`src/rtl/dlybuf_pkg.sv`:
```
package dlybuf_pkg;

  // Slot that follows cur in a ring whose highest index is last.
  function automatic int unsigned slot_after(input int unsigned cur,
                                             input int unsigned last);
    if (cur >= last) return 0;
    return cur + 1;
  endfunction

  // An elastic stage has room when it is empty or is being emptied.
  function automatic logic room_for_input(input logic stage_full,
                                          input logic taker_ready);
    return !stage_full || taker_ready;
  endfunction

endpackage

```
`src/rtl/dlybuf_wrap_ctr.sv`:
```
module dlybuf_wrap_ctr #(
  parameter int AW   = 3,
  parameter int LAST = 4
) (
  input  logic          clk_i,
  input  logic          rst_i,
  input  logic          step_i,
  output logic [AW-1:0] cnt_q_o,
  output logic [AW-1:0] cnt_nxt_o
);

  logic [AW-1:0] cnt_q;
  logic [AW-1:0] wrapped;

  // Mealy next value: the memory sees the updated address in the same cycle.
  assign wrapped   = AW'(dlybuf_pkg::slot_after(32'(cnt_q), 32'(LAST)));
  assign cnt_nxt_o = step_i ? wrapped : cnt_q;
  assign cnt_q_o   = cnt_q;

  always_ff @(posedge clk_i) begin
    if (rst_i) cnt_q <= '0;
    else       cnt_q <= cnt_nxt_o;
  end

endmodule

```
`src/rtl/dlybuf_ram_rf.sv`:
```
module dlybuf_ram_rf #(
  parameter int WIDTH = 16,
  parameter int DEPTH = 5,
  parameter int AW    = 3
) (
  input  logic             clk_i,
  input  logic             rd_en_i,
  input  logic [AW-1:0]    rd_addr_i,
  output logic [WIDTH-1:0] rd_data_o,
  input  logic             wr_en_i,
  input  logic [AW-1:0]    wr_addr_i,
  input  logic [WIDTH-1:0] wr_data_i
);

  logic [WIDTH-1:0] mem [DEPTH];
  logic [WIDTH-1:0] rd_q;

  // Read-first: a read and a write to one slot in one cycle return the old word.
  always_ff @(posedge clk_i) begin
    if (rd_en_i) rd_q <= mem[rd_addr_i];
  end

  always_ff @(posedge clk_i) begin
    if (wr_en_i) mem[wr_addr_i] <= wr_data_i;
  end

  assign rd_data_o = rd_q;

endmodule

```
`src/rtl/dlybuf_elastic_ctl.sv`:
```
module dlybuf_elastic_ctl (
  input  logic clk_i,
  input  logic rst_i,
  input  logic up_valid_i,
  output logic up_ready_o,
  output logic dn_valid_o,
  input  logic dn_ready_i,
  output logic take_o,
  output logic give_o
);

  logic full_q;

  assign up_ready_o = dlybuf_pkg::room_for_input(full_q, dn_ready_i);
  assign take_o     = up_valid_i && up_ready_o;
  assign give_o     = full_q && dn_ready_i;
  assign dn_valid_o = full_q;

  always_ff @(posedge clk_i) begin
    if (rst_i)       full_q <= 1'b0;
    else if (take_o) full_q <= 1'b1;
    else if (give_o) full_q <= 1'b0;
  end

endmodule

```
`src/rtl/dlybuf_top.sv`:
```
module dlybuf_top #(
  parameter int WIDTH_P = 16,
  parameter int DELAY_P = 5
) (
  input  logic               clk_i,
  input  logic               rst_i,
  input  logic               valid_i,
  input  logic [WIDTH_P-1:0] data_i,
  output logic               ready_o,
  output logic               valid_o,
  output logic [WIDTH_P-1:0] data_o,
  input  logic               ready_i
);

  localparam int AW   = (DELAY_P > 1) ? $clog2(DELAY_P) : 1;
  localparam int LAST = DELAY_P - 1;

  // Named internal events, shared with the bound checker.
  logic          in_fire;
  logic          out_fire;
  logic [AW-1:0] slot_q;
  logic [AW-1:0] slot_nxt;

  dlybuf_elastic_ctl u_ctl (
    .clk_i      (clk_i),
    .rst_i      (rst_i),
    .up_valid_i (valid_i),
    .up_ready_o (ready_o),
    .dn_valid_o (valid_o),
    .dn_ready_i (ready_i),
    .take_o     (in_fire),
    .give_o     (out_fire)
  );

  dlybuf_wrap_ctr #(
    .AW   (AW),
    .LAST (LAST)
  ) u_ctr (
    .clk_i     (clk_i),
    .rst_i     (rst_i),
    .step_i    (out_fire),
    .cnt_q_o   (slot_q),
    .cnt_nxt_o (slot_nxt)
  );

  // Accepted inputs = output transfers + valid bit, so the slot of the item
  // taken now is the counter's next value.
  dlybuf_ram_rf #(
    .WIDTH (WIDTH_P),
    .DEPTH (DELAY_P),
    .AW    (AW)
  ) u_ram (
    .clk_i     (clk_i),
    .rd_en_i   (in_fire),
    .rd_addr_i (slot_nxt),
    .rd_data_o (data_o),
    .wr_en_i   (in_fire),
    .wr_addr_i (slot_nxt),
    .wr_data_i (data_i)
  );

endmodule

```
`config.mk`:
```
export PLATFORM = sky130hd
export DESIGN_NAME = dlybuf_top
export DESIGN_NICKNAME = d
export VERILOG_FILES = /design/src/rtl/dlybuf_pkg.sv /design/src/rtl/dlybuf_wrap_ctr.sv /design/src/rtl/dlybuf_ram_rf.sv /design/src/rtl/dlybuf_elastic_ctl.sv /design/src/rtl/dlybuf_top.sv
export SDC_FILE = /design/constraint.sdc
export NUM_CORES = 1
export LEC_CHECK = 0
export ABC_AREA = 1
export CAP_MARGIN = 20
export CORE_AREA = 5 5 93 95
export DETAILED_ROUTE_END_ITERATION = 7
export DIE_AREA = 0 0 98 100
export PLACE_DENSITY = 0.73
export SETUP_SLACK_MARGIN = 0.5
export SLEW_MARGIN = 20
export SYNTH_ARGS = -nofsm -noshare
export SYNTH_HDL_FRONTEND = slang
export SYNTH_SLANG_ARGS = --single-unit
```
`constraint.sdc`:
```
create_clock -name clk_i -period 3.72 [get_ports clk_i]
set_input_delay 1.116 -clock clk_i [delete_from_list [all_inputs] [get_ports clk_i]]
set_output_delay 1.116 -clock clk_i [all_outputs]
set_load 0.05 [all_outputs]
```
==> results.tsv <==
stage	metric	value	unit
logic_synthesis	post-synthesis average cell area	12.1	um2
layout	share of cells above drive strength 1	13.5	%
sta	final worst path period share	83.5	%
placed_design	routability-driven placement congestion ratio	0.786	
sta	fmax	322	MHz
global_route	GRT Total Usage	16.5	%
clock_network	H-tree levels	3	
drt	Vias	2435	
global_route	GRT overflow	0	
sta	Fin. Hold Viols	0	
worst_setup_path	buffers and inverters on the worst path	3	
worst_setup_path	cell chain of the critical path	clkdlybuf4s50_1, inv_1, nand2_1, buf_12	
logic_synthesis	Post-Synthesis Cells	344	
floorplanning	die area	0.00980	mm2
sta	measured slew at the worst slew-check pin	643	ps
min_path	Worst Hold Class	register to register	
drt	remaining antenna violation count	0	
clock_network	Clock Latency Late Sink	360	ps
sta	Setup TNS	0	ps
drt	drt drc	0	
global_route	initial antenna violation count	0	
layout	# fillers	569	
logic_synthesis	#FFs+latches synth	100	
logic_synthesis	post-synthesis cell type count	22	
layout	most common cell after layout, fill and taps aside	edfxtp_1	
logic_synthesis	register area share after synthesis	71.2	%
clock_network	clock buffer depth	2	
floorplanning	Die Wd	98	um
clock_network	total CTS buffers	9	
sta	Setup-failing EPs final	0	
sta	Slew Viols, Final	0	
global_route	vias in the first global route	2401	
layout	most frequent cells in the layout	edfxtp_1 (96), nand2_1 (89), inv_1 (73)	
drt	initial DRC count	195	
sta	min cycle time layout	3110	ps
worst_setup_path	Crit Path Max Fanout	3	
layout	post-route cell area	0.00493	mm2
sta	setup ws final	615	ps
sta	unrepaired setup endpoints after global routing	false	
pwr	Pwr Density	496	mW/mm2
worst_setup_path	worst setup path class	input port to output pin	
worst_setup_path	Slowest-stage cell, CP	clkdlybuf4s50_1	
clock_network	CTS resizes	0	
sta	Layout Skew	8.86	ps
worst_setup_path	Top delay family on crit path	buffers and inverters	
floorplanning	I/O pins	38	
layout	final net count	418	
placed_design	dpl hpwl	4670	um
pwr	Power, Total	0.00244	W
logic_synthesis	Synth top area share	69.3	%
placed_design	DP Area	0.00469	mm2
clock_network	clock-pin slew on the worst setup and hold paths	90	ps
pwr	Pleak	2.05	nW
worst_setup_path	Worst EP required	2600	ps
global_route	first-pass GRT wire length	12200	um
drt	drt total wl	7390	um
clock_network	Setup Buffers After CTS	0	
drt	via/cell ratio	4.84	
layout	post-route core utilization	64.4	%
logic_synthesis	Synth Cell Area	0.00416	mm2
worst_setup_path	CP endpoint kind	output pin	
floorplanning	Die H	100	um
worst_setup_path	critical path's largest stage delay	530	ps
logic_synthesis	area leader, netlist	edfxtp_1	
drt	first-pass iteration count of the detailed router	4	
floorplanning	Cell Rows	32	
worst_setup_path	Worst setup SP type	input port	
logic_synthesis	synth top area cells	edfxtp_1 (69%), nand2_1 (8.0%), inv_1 (6.6%)	
clock_network	TritonCTS clock tree	done	
clock_network	# hold bufs at CTS	0	
logic_synthesis	Syn Nets	366	
clock_network	Clock Sinks	100	
drt	DR WL/cell	14.7	um
layout	Syn-to-layout area delta	18.5	%
layout	Ant. Diodes	0	
logic_synthesis	Syn. warnings	0	
floorplanning	starting density of the core	54.4	%
run	max_cap viols	0	
worst_setup_path	Worst EP arrival	1990	ps
floorplanning	core area	0.00765	mm2
clock_network	root buf cell	clkbuf_8	
pwr	Peak supply drop	275	uV
status	status	complete, no violations	
global_route	pin count of the biggest net entering global routing	33	
placed_design	Post-Place Worst Slack	605	ps
sta	Rel. slew slack	57.0	%
placed_design	IO buf count	37	
[area by class of cell]
cell class	count	area, um2	area share, %
tap	102	128	2.59
inverter	74	278	5.64
clock buffer	9	124	2.51
multi-input combinational	161	843	17.1
sequential	100	2960	60.1
clock inverter	7	115	2.34
timing repair buffer	50	478	9.70
[metrics by stage]
step	hold WS [ps]	instances
floorplan	511	344
global placement	520	487
detailed placement	523	487
CTS	545	503
global route	565	503
finish	541	503
[cell families (layout without fill, tap and decap cells)]
family                   Yosys count  after routing  share of synthesized area, %
AND/OR/NAND/NOR                  156            156                          18.7
flip-flops                       100            100                          71.2
buffers and inverters             83            140                          8.72
AO/OA/AOI/OAI                      3              3                         0.722
adder cells (fa/ha/maj)            2              2                         0.602
[worst register-to-register path, stage by stage (launching register included)]
cell and delay (ps):
dfxtp_1 400, ha_1 170, inv_1 40, nor2_1 170, nand2_4 90, nand2_8 180
inv_1 130, nor3_2 160, buf_4 300
[routing by layer]
| layer | up-vias | global-route usage, % | share of wire (%) |
|---|---|---|---|
| met2 | 56 | 27.1 | 50 |
| met3 | 10 | 3.13 | 4.9 |
| met5 | - | 0 | 0 |
| li1 | 1212 | - | - |
| met4 | 0 | 7.45 | 1.4 |
| met1 | 1157 | 21.7 | 44 |
[state kept, by name (all words and copies together) (netlist names)]
register / cells
u_ctl.dn_valid_o: 1
u_ctr.cnt_q_o: 3
u_ram.mem: 80
u_ram.rd_data_o: 16
[where the power goes]
group / leakage (nW) / total, W / internal, W / switching (W)
clock network: 0.117 / 0.000805 / 0.000444 / 0.000361
logic: 1.01 / 0.000326 / 0.000110 / 0.000216
registers: 0.917 / 0.00131 / 0.00130 / 0.0000142
[final timing paths]
path / start / endpoint / slack [ps] / cells past startpoint
max: ready_i / ready_o / 610 / 4
min: u_ram.mem[4][15] / u_ram.rd_data_o[15] / 540 / 2
max reg2reg: u_ctr.cnt_q_o[0] / u_ram.mem[4][1] / 1780 / 8
min reg2reg: u_ram.mem[4][15] / u_ram.rd_data_o[15] / 540 / 2
[synth_stat cells]
library cell	n
nand2_2	4
a21oi_1	1
nor3_1	2
inv_2	1
nand2_1	89
nor2_1	7
o21ai_4	1
nor3_2	1
o21ai_2	1
nand3_1	38
buf_8	1
buf_4	2
ha_1	2
inv_1	73
edfxtp_1	96
nand2_8	1
nor2_8	2
nand2_4	2
buf_6	4
dfxtp_1	4
buf_2	2
nand3_2	10
No activity file was read; power rests on OpenSTA's default activity.
